`config.mk`:
```
export PLATFORM = sky130hd
export DESIGN_NAME = pcm_dc_remover
export DESIGN_NICKNAME = d
export VERILOG_FILES = /design/src/rtl/dcr_pkg.sv /design/src/rtl/dcr_leak.sv /design/src/rtl/dcr_round_sat.sv /design/src/rtl/pcm_dc_remover.sv
export SDC_FILE = /design/constraint.sdc
export NUM_CORES = 1
export LEC_CHECK = 0
export ABC_CLOCK_PERIOD_IN_PS = 9400
export BUFFER_PORTS_ARGS = -buffer_cell sky130_fd_sc_hd__buf_2
export CAP_MARGIN = 20
export CORE_AREA = 5 5 128 130
export CTS_CLUSTER_SIZE = 40
export DETAILED_ROUTE_END_ITERATION = 8
export DIE_AREA = 0 0 133 135
export PLACE_DENSITY = 0.68
export SLEW_MARGIN = 20
export SYNTH_ARGS = -nofsm -noshare
export SYNTH_HDL_FRONTEND = slang
export SYNTH_SLANG_ARGS = --single-unit
```
`constraint.sdc`:
```
create_clock -name clk -period 9.4 [get_ports clk]
set_input_delay 1.88 -clock clk [delete_from_list [all_inputs] [get_ports clk]]
set_output_delay 1.88 -clock clk [all_outputs]
set_load 0.005 [all_outputs]
```
`src/rtl/dcr_pkg.sv`:
```
// Shared constants and types for the DC blocking filter.
package dcr_pkg;
    localparam int unsigned CODE_W    = 3;
    localparam int unsigned POLE_BASE = 12;
    typedef logic [CODE_W-1:0] pole_code_t;
endpackage

```
`src/rtl/dcr_leak.sv`:
```
// Leak term of the recurrence: accumulator shifted right by (POLE_BASE - code).
// Assumes the accumulator is signed; the shift is arithmetic and truncates.
module dcr_leak #(
    parameter int YW = 30
) (
    input  logic signed [YW-1:0] acc,
    input  dcr_pkg::pole_code_t  code,
    output logic signed [YW-1:0] leak
);
    localparam int SHW = $clog2(dcr_pkg::POLE_BASE + 1);

    logic [SHW-1:0] shamt;

    // Convert the pole code into a shift distance and apply it.
    always_comb begin
        shamt = SHW'(dcr_pkg::POLE_BASE) - SHW'(code);
        leak  = acc >>> shamt;
    end
endmodule

```
`src/rtl/dcr_round_sat.sv`:
```
// Rounds a fixed-point accumulator (FRAC fraction bits) to an integer by adding
// one half and flooring, then clamps it to a DW-bit signed sample.
// Assumes YW > FRAC and DW <= YW - FRAC.
module dcr_round_sat #(
    parameter int DW   = 16,
    parameter int FRAC = 12,
    parameter int YW   = 30
) (
    input  logic signed [YW-1:0] acc,
    output logic signed [DW-1:0] sample
);
    localparam int WW = YW + 1 - FRAC;
    localparam logic signed [YW:0]   HALF = {{(YW-FRAC+1){1'b0}}, 1'b1, {(FRAC-1){1'b0}}};
    localparam logic signed [WW-1:0] MAXV = WW'((64'sd1 <<< (DW-1)) - 1);
    localparam logic signed [WW-1:0] MINV = -MAXV - 1;

    logic signed [YW:0]   biased;
    logic signed [WW-1:0] whole;

    // Round half up, then clamp to the sample range.
    always_comb begin
        biased = $signed({acc[YW-1], acc}) + HALF;
        whole  = WW'(biased >>> FRAC);
        if (whole > MAXV)
            sample = MAXV[DW-1:0];
        else if (whole < MINV)
            sample = MINV[DW-1:0];
        else
            sample = whole[DW-1:0];
    end
endmodule

```
`src/rtl/pcm_dc_remover.sv`:
```
// First-order DC blocking filter for decimated PCM samples.
// y = (x - x_prev) * 2^FRAC + y - (y >>> (12 - code)); the output is y rounded
// and saturated, registered one cycle after in_valid. Bypass passes in_data
// with the same latency while the state keeps tracking. HEAD guard bits
// hold the worst-case gain of 2 of the high-pass response.
module pcm_dc_remover #(
    parameter int DW   = 16,
    parameter int FRAC = 12,
    parameter int HEAD = 2
) (
    input  logic                 clk,
    input  logic                 rst_n,
    input  logic                 in_valid,
    input  logic signed [DW-1:0] in_data,
    input  logic [2:0]           dc_code,
    input  logic                 bypass,
    output logic                 out_valid,
    output logic signed [DW-1:0] out_data
);
    localparam int YW = DW + HEAD + FRAC;

    logic signed [DW-1:0] x_prev;
    logic signed [YW-1:0] y_acc;
    logic signed [YW-1:0] x_ext;
    logic signed [YW-1:0] xp_ext;
    logic signed [YW-1:0] delta;
    logic signed [YW-1:0] leak;
    logic signed [YW-1:0] y_next;
    logic signed [DW-1:0] filt;

    dcr_leak #(.YW(YW)) leak_i (
        .acc  (y_acc),
        .code (dc_code),
        .leak (leak)
    );

    // Next accumulator value from the new sample and the stored state.
    always_comb begin
        x_ext  = YW'(in_data);
        xp_ext = YW'(x_prev);
        delta  = (x_ext - xp_ext) <<< FRAC;
        y_next = delta + y_acc - leak;
    end

    dcr_round_sat #(.DW(DW), .FRAC(FRAC), .YW(YW)) rsat_i (
        .acc    (y_next),
        .sample (filt)
    );

    // State and output registers; they advance only on accepted samples.
    always_ff @(posedge clk) begin
        if (!rst_n) begin
            x_prev    <= '0;
            y_acc     <= '0;
            out_valid <= 1'b0;
            out_data  <= '0;
        end else begin
            out_valid <= in_valid;
            if (in_valid) begin
                x_prev   <= in_data;
                y_acc    <= y_next;
                out_data <= bypass ? in_data : filt;
            end
        end
    end

    // reset clears the state
    p_reset_clear_r1: assert property (@(posedge clk)
        !rst_n |=> (x_prev == '0 && y_acc == '0 && !out_valid));

    // output strobe follows input strobe by one cycle
    p_valid_follow_r4: assert property (@(posedge clk) disable iff (!rst_n)
        in_valid |=> out_valid);
    p_valid_quiet_r4: assert property (@(posedge clk) disable iff (!rst_n)
        !in_valid |=> !out_valid);

    // idle cycles hold state and output
    p_idle_hold_r5: assert property (@(posedge clk) disable iff (!rst_n)
        !in_valid |=> ($stable(x_prev) && $stable(y_acc) && $stable(out_data)));

    // bypass presents the input sample unchanged
    p_bypass_pass_r7: assert property (@(posedge clk) disable iff (!rst_n)
        (in_valid && bypass) |=> (out_data == $past(in_data)));

    // stored input tracks the stream in every mode
    p_track_input_r8: assert property (@(posedge clk) disable iff (!rst_n)
        in_valid |=> (x_prev == $past(in_data)));
endmodule

```
Yosys cells after proc, flatten, opt, wreduce, memory -nomap -nowiden. Index checks and enable logic that the tools add are counted.

$lt $le $gt $ge: 2. Muxes and demuxes: 3. Shifts and indexed selects: 1. Add/sub/neg operators: 5.

Operators by type and width (count): two-way mux 16 bit (3); adder 30 x 13 -> 31 bit, second input constant (1); adder 29 x 30 -> 30 bit (1); >>> shifter 30 x 4 -> 30 bit (1); subtractor 30 bit (1); > comparator 19 x 16 -> 1 bit, second input constant (1); less-than comparator 19 x 16 -> 1 bit, second input constant (1); subtractor 16 x 16 -> 17 bit (1); subtractor 4 x 3 -> 4 bit, first input constant (1).

Input port bits: 23. Logic and storage cells: 15. Output and inout port bits: 17. Register bits: 63.

Depth between registers and ports, before layout. Gate-level depths: netlist of the first run.

Word-level depth: 8. Mapped depth: 32.

Modules after synthesis. From an unflattened synthesis of the first run, not the netlist that was laid out.

Cells, all modules: 936. Area, all modules: 8046.5 um^2.

By module, submodules not included: pcm_dc_remover (area each 5835.6 um^2, cells an instance 696, seq. area each 1261.2 um^2, instances 1); dcr_leak (area each 1646.6 um^2, cells an instance 164, seq. area each 0.0 um^2, instances 1); dcr_round_sat (area each 564.3 um^2, cells an instance 76, seq. area each 0.0 um^2, instances 1).

Worst setup path after synthesis of the first run. No wires, ideal clock.

Path kind: input port to flip-flop. Start point: input port dc_code[0]. End point: register out_data[5]. Path slack: 1.333 ns. Arrival: 7.998 ns. Required time: 9.331 ns. Stages on the path: 31. Path through: clkbuf_1 > inv_1 > clkbuf_1 > ha_1 > clkbuf_1 > clkbuf_1 > buf_1 > mux2i_1 > nand2_1 > o211ai_1 > o211ai_1 > o21ai_0 > ha_1 > ha_1 > fa_1 > a211oi_2 > o21ai_2 > o21ai_0 > nand2_1 > xor2_1 > ha_1 > inv_1 > a211o_1 > a22oi_1 > nand4_2 > or3_4 > o31ai_4 > a311oi_2 > buf_6 > o21a_1 > o21ai_1.

Longest elaborated chain between the ends: 8.

RTL lines: from (decl) (line pcm_dc_remover.sv:15) `input logic [2:0] dc_code,`; subtractor 4 x 3 -> 4 bit * (line dcr_leak.sv:16) `shamt = SHW'(dcr_pkg::POLE_BASE) - SHW'(code);`; >>> shifter 30 x 4 -> 30 bit * (line dcr_leak.sv:17) `leak = acc >>> shamt;`; subtractor 30 bit * (line pcm_dc_remover.sv:42) `y_next = delta + y_acc - leak;`; named net rsat_i.acc[11] (line dcr_round_sat.sv:9) `input logic signed [YW-1:0] acc,`; adder 30 x 13 -> 31 bit * (line dcr_round_sat.sv:22) `biased = $signed({acc[YW-1], acc}) + HALF;`; less-than comparator 19 x 16 -> 1 bit (line dcr_round_sat.sv:26) `else if (whole < MINV)`; two-way mux 16 bit (line dcr_round_sat.sv:26); two-way mux 16 bit * (line dcr_round_sat.sv:24) `if (whole > MAXV)`; two-way mux 16 bit * (line pcm_dc_remover.sv:62) `out_data <= bypass ? in_data : filt;`; to (signal assigned) (line pcm_dc_remover.sv:62); to (decl) (line pcm_dc_remover.sv:18) `output logic signed [DW-1:0] out_data`.

Mark *: on every way through the listed nets, which the timed path passes. The rest lies on a longest branch. A chain may end at the register's enable or synchronous reset.

Final worst setup path of the first run.
Start point: input port dc_code[0]. End point: register out_data[1].

The elaborated chain is that of the path after synthesis.

==> metrics.yaml, run 1 <==
outcome:
  status: "completed"
worst_hold_path:
  min_path_type: "register to register"
  min_from: "out_data[13]"
  whs_endpoint: "out_data[13]"
  min_path_cells: 2
drt:
  remaining_drc_errors: 0
  postRouteAntennaNets: 0
  wl_um: 21600
  wl_per_cell_um: 18.45
  vias: 7023
  dr.pass1.iters: 6
  drt_iter0_markers: 546
  viasPerCell: 5.997
timing:
  worst_slew_pin_slew_ns: 0.9429
  clock-skew-final_ns: 0.01150
  tns_ns: 0
  period_share_pct: 88.03
  setup_viol: 0
  finalMaxSlewViolations: 0
  whs_ns: 0.4432
  fin_crit_ns: 8.275
  hold_viol_final: 0
  grt_setup_unrepaired: "no"
  relSlewSlack_pct: 37.14
  max_freq_mhz: 120.9
final_layout:
  drive_gt1_share_pct: 9.257
  layout.nets: 1078
  antenna_cells: 0
  area_growth_pct: 8.881
  fillers: 1493
die:
  core_area_um2: 15030
  fp.dieH_um: 135
  initial_core_util_pct: 48.92
  die_w_um: 133
  rows: 45
  die-area_um2: 17960
  io_pins: 40
logic_synthesis:
  ys_seq_elements: 63
  synth_top_area_cell: "dfxtp_1"
  syn-num-nets: 1066
  synthArstFlopShare_pct: 0
  synthAdderAreaFrac_pct: 15.04
  synth_cell_type_count: 77
  synth-compound-area-share_pct: 25.33
  synth_area_leaders: "dfxtp_1, ha_1, mux2i_1"
  yosys.area_share.simple_pct: 19.46
  muxShareOfSynthArea_pct: 10.67
  ys.warnings.count: 0
  syn_area_per_cell_um2: 7.613
  synth_flop_cell: "dfxtp_1"
  synth_xor_area_share_pct: 5.478
  synth_top_family_by_area: "compound AO/OA/AOI/OAI gates"
  synth_area_um2: 7355
  synth.yosys.seq_area_share_pct: 17.15
  yosys-top-cells-count: "nand2_1, o21ai_0, inv_1, mux2i_1"
  synth_most_common_cell: "nand2_1"
  synth_edf_count: 0
  synthCells: 966
  yosysTopAreaCellShare_pct: 17.15
placed_design:
  hpwl_um: 16890
  globalplace.congestion: 0.9443
  port_buffers: 39
cts:
  postCtsResizedCells: 0
  clockBufferDepth: 2
  numCtsBuffers: 9
  cts-hold-fix-buffers: 0
  cts.htree.levels: 3
  cts_tree: "built"
  clk_pin_slew_ns: 0.06
  cts_setup_buffers: 0
  cts.sinks: 63
  root_buffer: "clkbuf_16"
  clock_latency_ns: 0.36
grt:
  busiest_layer: "met2"
  gr-usage-met3_pct: 4.136
  grt_pass1_vias: 6665
  antenna_found_initial: 0
  grt.met2_usage_pct: 42.66
  grt.total_usage_pct: 24.29
  grt_max_degree: 52
  grt_pass1_wl_um: 34960
  grt_use_met1_pct: 30.18
  globalRouteOverflowTotal: 0
worst_setup_path:
  worstPathRequired_ns: 9.65
  r2r_start: "x_prev[1]"
  cpMaxStageDelayCell: "a311oi_2"
  slowest_delay_ns: 0.85
  end_kind: "register"
  cp_top_family: "compound AO/OA/AOI/OAI gates"
  r2r_slack_ns: 2.60
  path_buf_inv: 5
  critPathKind: "input port to register"
  crit_path_max_fanout: 45
  r2r_end: "out_data[1]"
  r2r_cells: 26
  critPathArrivalTime_ns: 8.53
  start_kind: "input port"
job:
  maxCapViolations: 0
==> layout by cell type (no fill, tap or decap), types with 11 or more instances in the layout <==
cell,Yosys,layout
nand3_1,19,19
and2_1,11,11
a211oi_1,13,13
ha_1,58,58
o21ai_1,16,16
nor2_1,43,43
fa_1,19,19
nand2_1,104,104
xnor2_1,31,30
inv_1,81,81
dfxtp_1,63,63
o21ai_0,83,83
a21o_1,15,15
buf_2,8,39
xor2_1,15,15
o21a_1,21,21
nor2b_1,44,44
nor3_1,18,18
mux2i_1,66,66
a21oi_1,63,63
==> final cells by class <==
type | instances | area (um^2) | share of cell area (%)
multi-input combinational | 774 | 5595 | 69.88
timing repair buffer | 49 | 282.8 | 3.531
tap | 188 | 235.2 | 2.938
clock buffer | 9 | 225.2 | 2.813
inverter | 81 | 304.0 | 3.797
sequential | 63 | 1261 | 15.75
clock inverter | 7 | 103.9 | 1.297
==> state kept, by name, summed over array words and instances, names as in the netlist <==
name	flops
x_prev	16
out_data	16
out_valid	1
y_acc	30
==> kinds of logic (layout without fill, tap and decap cells) <==
| kind of cell | after synthesis | after routing |
|---|---|---|
| adders and majority gates | 77 | 77 |
| and+or+nand+nor | 287 | 287 |
| muxes | 74 | 74 |
| xor gates and xnor gates | 46 | 46 |
| AOI/OAI and AO/OA | 290 | 290 |
| buffers and inverters | 129 | 146 |
| DFF | 63 | 63 |
==> worst max-delay path by stage <==
| stage | start | endpoint | cells after the start |
|---|---|---|---|
| after global routing | dc_code[0] | out_data[1] | 27 |
| final | dc_code[0] | out_data[1] | 27 |
| after detailed placement | dc_code[0] | out_data[1] | 27 |
| after global placement | dc_code[0] | out_data[1] | 27 |
| after floorplan | dc_code[0] | out_data[5] | 31 |
| after CTS | dc_code[0] | out_data[1] | 27 |
==> metal layers <==
layer  share of wire (%)  vias up
met5                   0        -
met2                  48      253
met3                 5.5       42
li1                    -     3459
met4                 2.7        0
met1                  44     3269
==> worst min-delay path: cells and delay by family, from the launching register on <==
kind	cells	cell delay [ns]
DFF	1	0.31
and+or+nand+nor	1	0.05
AOI/OAI and AO/OA	1	0.05
==> metrics by stage <==
step,area (um^2),utilization [%],worst slack (ns),cells
2_1_floorplan,7355,-,1.333,966
3_3_place_gp,7679,51.08,0.9866,1155
3_5_place_dp,7679,51.08,0.8747,1155
4_1_cts,8008,53.27,1.239,1171
5_1_grt,8008,53.27,0.7572,1171
6_report,8008,53.27,1.125,1171
Power of run 1 is left out: the tool's default activity adds up to more than one toggle a clock period on the data nets, which glitch-free logic cannot reach.
==> run 2: changes to the inputs <==
--- a/config.mk
+++ b/config.mk
@@ -5,7 +5,7 @@
 export SDC_FILE = /design/constraint.sdc
 export NUM_CORES = 1
 export LEC_CHECK = 0
-export ABC_CLOCK_PERIOD_IN_PS = 9400
+export ABC_CLOCK_PERIOD_IN_PS = 9800
 export BUFFER_PORTS_ARGS = -buffer_cell sky130_fd_sc_hd__buf_2
 export CAP_MARGIN = 20
 export CORE_AREA = 5 5 128 130
==> constraint.sdc (replaced) <==
create_clock -name clk -period 9.8 [get_ports clk]
set_input_delay 1.96 -clock clk [delete_from_list [all_inputs] [get_ports clk]]
set_output_delay 1.96 -clock clk [all_outputs]
set_load 0.005 [all_outputs]
==> run 2 against run 1 <==
  * Worst setup slack better by 0.32 ns
  * Routed wire length down 1.1%
  * Sequential cell count unchanged
  * Design area is 0.41% lower
  * First-iteration DRC count up 36%
  * Clock skew decreased by 0.0034 ns
  * Clock-buffer cell count grew 1
  * Sequential share of layout area increased by 0.064 points
  * Die area did not move
  * Via count up 0.26%
  * Non-clock buffer count increased by 1
  * Hold slack improved by 0.00096 ns
==> metrics.yaml, run 2 (synthesized netlist as in run 1, its figures left out) <==
outcome:
  status: "completed"
cts:
  root_buffer: "clkbuf_16"
  cts.htree.levels: 3
  postCtsResizedCells: 0
  cts_setup_buffers: 0
  numCtsBuffers: 9
  cts-hold-fix-buffers: 0
  cts.sinks: 63
  clockBufferDepth: 2
  cts_tree: "built"
  clk_pin_slew_ns: 0.06
  clock_latency_ns: 0.35
grt:
  grt_max_degree: 52
  globalRouteOverflowTotal: 0
  grt.total_usage_pct: 23.91
  grt_pass1_wl_um: 34470
  grt_pass1_vias: 6604
  antenna_found_initial: 0
die:
  fp.dieH_um: 135
  io_pins: 40
  die-area_um2: 17960
  core_area_um2: 15030
  initial_core_util_pct: 48.92
  die_w_um: 133
  rows: 45
timing:
  setup_viol: 0
  finalMaxSlewViolations: 0
  clock-skew-final_ns: 0.008132
  fin_crit_ns: 8.354
  grt_setup_unrepaired: "no"
  relSlewSlack_pct: 38.60
  hold_viol_final: 0
  period_share_pct: 85.24
  tns_ns: 0
  max_freq_mhz: 119.7
  worst_slew_pin_slew_ns: 0.9210
final_layout:
  mostFrequentLayoutCell: "nand2_1"
  top_register: "y_acc"
  area_growth_pct: 8.438
  reg_top3: "y_acc: 30 flops, out_data: 16 flops, x_prev: 16 flops"
  fin_util_pct: 53.05
  antenna_cells: 0
  largest_reg_flops: 30
  layout_common_cells: "nand2_1, o21ai_0, inv_1"
  drive_gt1_share_pct: 9.451
  layout.nets: 1079
worst_setup_path:
  cpMaxStageDelayCell: "a311oi_2"
  critPathArrivalTime_ns: 8.60
  r2r_slack_ns: 3.11
  worstPathRequired_ns: 10.05
  r2r_cells: 25
  slowest_delay_ns: 0.84
  crit_path_max_fanout: 45
  start_kind: "input port"
  critPathKind: "input port to register"
  end_kind: "register"
  cpMostUsedCell: "ha_1"
  r2r_end: "out_data[1]"
  r2r_start: "x_prev[1]"
drt:
  postRouteAntennaNets: 0
  vias: 7041
  drt_iter0_markers: 744
  wl_um: 21360
  viasPerCell: 6.008
  remaining_drc_errors: 0
  wl_per_cell_um: 18.22
  dr.pass1.iters: 5
worst_hold_path:
  min_path_type: "register to register"
  min_from: "out_data[13]"
  whs_endpoint: "out_data[13]"
  min_path_cells: 2
placed_design:
  port_buffers: 39
  hpwl_um: 16620
  globalplace.congestion: 0.9573
job:
  maxCapViolations: 0
-- run 2: cell count changes in the layout (fill, tap and decap cells not counted), sizes merged --
cell      before  now
clkinvlp       0    2
clkbuf         9   10
bufinv         2    0
inv           84   81
buf           49   50
clkinv         2    4
-- run 2: layout make-up --
cell class | count | area, um^2
tap | 188 | 235.2
fill | 1441 | 7058
sequential | 63 | 1261
timing repair buffer | 50 | 290.3
multi-input combinational | 774 | 5599
clock buffer | 10 | 239.0
inverter | 81 | 304.0
clock inverter | 6 | 46.29
-- run 2: how the worst max path moves through the flow --
stage	slack (ns)	depth (start not counted)	startpoint	to
2_1_floorplan	1.65	31	dc_code[0]	out_data[5]
3_3_place_gp	1.43	28	dc_code[0]	out_data[1]
3_5_place_dp	1.33	28	dc_code[0]	out_data[0]
4_1_cts	1.63	27	dc_code[0]	out_data[0]
5_1_grt	1.06	28	dc_code[0]	out_data[1]
6_report	1.45	28	dc_code[0]	out_data[1]
-- run 2: through the flow --
stage / instance area (um^2) / setup WS (ns) / hold slack [ns] / instances
floorplan: 7355 / 1.653 / 0.4417 / 966
global placement: 7686 / 1.434 / 0.4399 / 1156
detailed placement: 7686 / 1.330 / 0.4421 / 1156
CTS: 7971 / 1.633 / 0.4524 / 1172
global route: 7975 / 1.059 / 0.4804 / 1172
finish: 7975 / 1.446 / 0.4442 / 1172
-- run 2: critical path, delay by kind of cell --
kind	cells	cell delay [ns]
XOR/XNOR	1	0.25
AND/OR/NAND/NOR	5	0.86
adder cells (fa/ha/maj)	4	1.30
multiplexers	2	0.60
buffers and inverters	5	0.59
AO/OA/AOI/OAI	11	3.00
-- run 2: metal layers --
| metal | wire length [um] | up-vias | GRT usage, % |
|---|---|---|---|
| li1 | - | 3459 | - |
| met1 | 9366 | 3265 | 31.16 |
| met2 | 10140 | 264 | 40.69 |
| met3 | 1198 | 53 | 3.614 |
| met4 | 653 | 0 | 7.679 |
| met5 | 0 | - | 0 |
Power of run 2 is left out for the same reason.
==> run 3: changes to the inputs <==
--- a/config.mk
+++ b/config.mk
@@ -13,6 +13,7 @@
 export DETAILED_ROUTE_END_ITERATION = 8
 export DIE_AREA = 0 0 133 135
 export PLACE_DENSITY = 0.68
+export RECOVER_POWER = 25
 export SLEW_MARGIN = 20
 export SYNTH_ARGS = -nofsm -noshare
 export SYNTH_HDL_FRONTEND = slang
==> run 3 against run 2 <==
  * The run now ends with capacitance limit, slew limit left
  * Maximum frequency is 0.48% higher
  * Clock-buffer cell count stayed put
  * Routed wire length is 0.30% lower
  * Core utilization hardly changed
  * Critical path depth stayed put
  * Register-to-register slack hardly changed
  * Non-clock buffer count stayed put
  * Sequential cell count stayed put
  * Sequential share of layout area hardly changed
  * Design area hardly changed
  * Clock skew is 0.0026 ns lower
  * Via count is 0.44% lower
==> metrics.yaml, run 3 (synthesized netlist as in run 1, its figures left out) <==
timing:
  hold_viol_final: 0
  fin_crit_ns: 8.314
  tns_ns: 0
  setup_viol: 0
  finalMaxSlewViolations: 52
  grt_setup_unrepaired: "no"
  fin_ws_ns: 1.486
  whs_ns: 0.4462
  period_share_pct: 84.84
  worst_slew_pin_slew_ns: 2.114
  clock-skew-final_ns: 0.005532
  relSlewSlack_pct: -40.95
  max_freq_mhz: 120.3
worst_setup_path:
  r2r_slack_ns: 3.10
  cpMostUsedCell: "ha_1"
  start_kind: "input port"
  r2r_cells: 26
  cpMaxStageDelayCell: "a311oi_2"
  end_kind: "register"
  worstPathRequired_ns: 10.04
  critPathArrivalTime_ns: 8.56
  r2r_start: "x_prev[1]"
  crit_path_max_fanout: 45
  r2r_end: "out_data[1]"
  slowest_delay_ns: 0.83
  critPathKind: "input port to register"
placed_design:
  post_dp_cell_area_um2: 7686
  port_buffers: 39
  pre_cts_slack_ns: 1.330
  hpwl_um: 16620
  globalplace.congestion: 0.9573
outcome:
  status: "finished, violations left"
  violations: "capacitance limit, slew limit"
die:
  initial_core_util_pct: 48.92
  die_w_um: 133
  die-area_um2: 17960
  core_area_um2: 15030
  fp.dieH_um: 135
  rows: 45
  io_pins: 40
drt:
  drt_iter0_markers: 663
  vias: 7010
  remaining_drc_errors: 0
  dr.pass1.iters: 7
  wl_um: 21290
  postRouteAntennaNets: 0
  viasPerCell: 5.981
  wl_per_cell_um: 18.17
final_layout:
  area_growth_pct: 8.370
  antenna_cells: 0
  stdcell_area_um2: 7970
  regArea_um2: 1261
  layout_common_cells: "nand2_1, o21ai_0, inv_1"
  fillers: 1444
  multi_input_area_um2: 5599
  reg_top3: "y_acc: 30 flops, out_data: 16 flops, x_prev: 16 flops"
  mostFrequentLayoutCell: "nand2_1"
  largest_reg_flops: 30
  drive_gt1_share_pct: 9.045
  top_register: "y_acc"
  layout.nets: 1079
cts:
  clock_latency_ns: 0.35
  cts_setup_buffers: 0
  cts.sinks: 63
  cts.htree.levels: 3
  cts-hold-fix-buffers: 0
  clk_pin_slew_ns: 0.06
  cts_tree: "built"
  numCtsBuffers: 9
  postCtsResizedCells: 0
  root_buffer: "clkbuf_16"
  clockBufferDepth: 2
worst_hold_path:
  min_path_cells: 2
  whs_endpoint: "out_data[13]"
  min_from: "out_data[13]"
  min_path_type: "register to register"
grt:
  grt_pass1_vias: 6604
  grt_max_degree: 52
  globalRouteOverflowTotal: 0
  antenna_found_initial: 0
  grt_pass1_wl_um: 34470
  grt.total_usage_pct: 23.91
job:
  maxCapViolations: 1
==> run 3: changes by cell type in the layout (fill, tap and decap cells not counted), sizes merged <==
cell | before | now
buf | 50 | 46
clkbuf | 10 | 14
==> run 3: worst max-delay path, delay by kind of cell <==
| family | cells | cell delay, ns |
|---|---|---|
| simple gates | 5 | 0.86 |
| mux | 2 | 0.60 |
| buf+inv | 5 | 0.58 |
| xor+xnor | 1 | 0.25 |
| fa+ha+maj | 4 | 1.30 |
| compound gates | 11 | 2.97 |
==> run 3: layout make-up <==
class / instances / area share [%]
multi-input cells: 774 / 70.25
flip-flops and latches: 63 / 15.82
inverters: 81 / 3.815
repair buffers: 50 / 3.579
clock buffers: 10 / 2.998
well taps: 188 / 2.951
clock inverters: 6 / 0.5808
==> run 3: metrics by stage <==
step / util (%) / instances
floorplan: - / 966
global placement: 51.13 / 1156
detailed placement: 51.13 / 1156
CTS: 53.03 / 1172
global route: 53.02 / 1172
finish: 53.02 / 1172
==> run 3: routing by layer <==
layer	GRT usage [%]	share of wire (%)
met1	31.16	44
met2	40.69	48
met3	3.614	5.8
met4	7.679	2.8
met5	0	0
==> run 3: worst max path at each step <==
| stage | startpoint | endpoint | slack, ns | cells past startpoint |
|---|---|---|---|---|
| global placement | dc_code[0] | out_data[1] | 1.43 | 28 |
| detailed placement | dc_code[0] | out_data[0] | 1.33 | 28 |
| finish | dc_code[0] | out_data[1] | 1.49 | 28 |
| global route | dc_code[0] | out_data[1] | 1.06 | 28 |
| floorplan | dc_code[0] | out_data[5] | 1.65 | 31 |
| CTS | dc_code[0] | out_data[0] | 1.63 | 27 |
Power of run 3 is left out for the same reason.
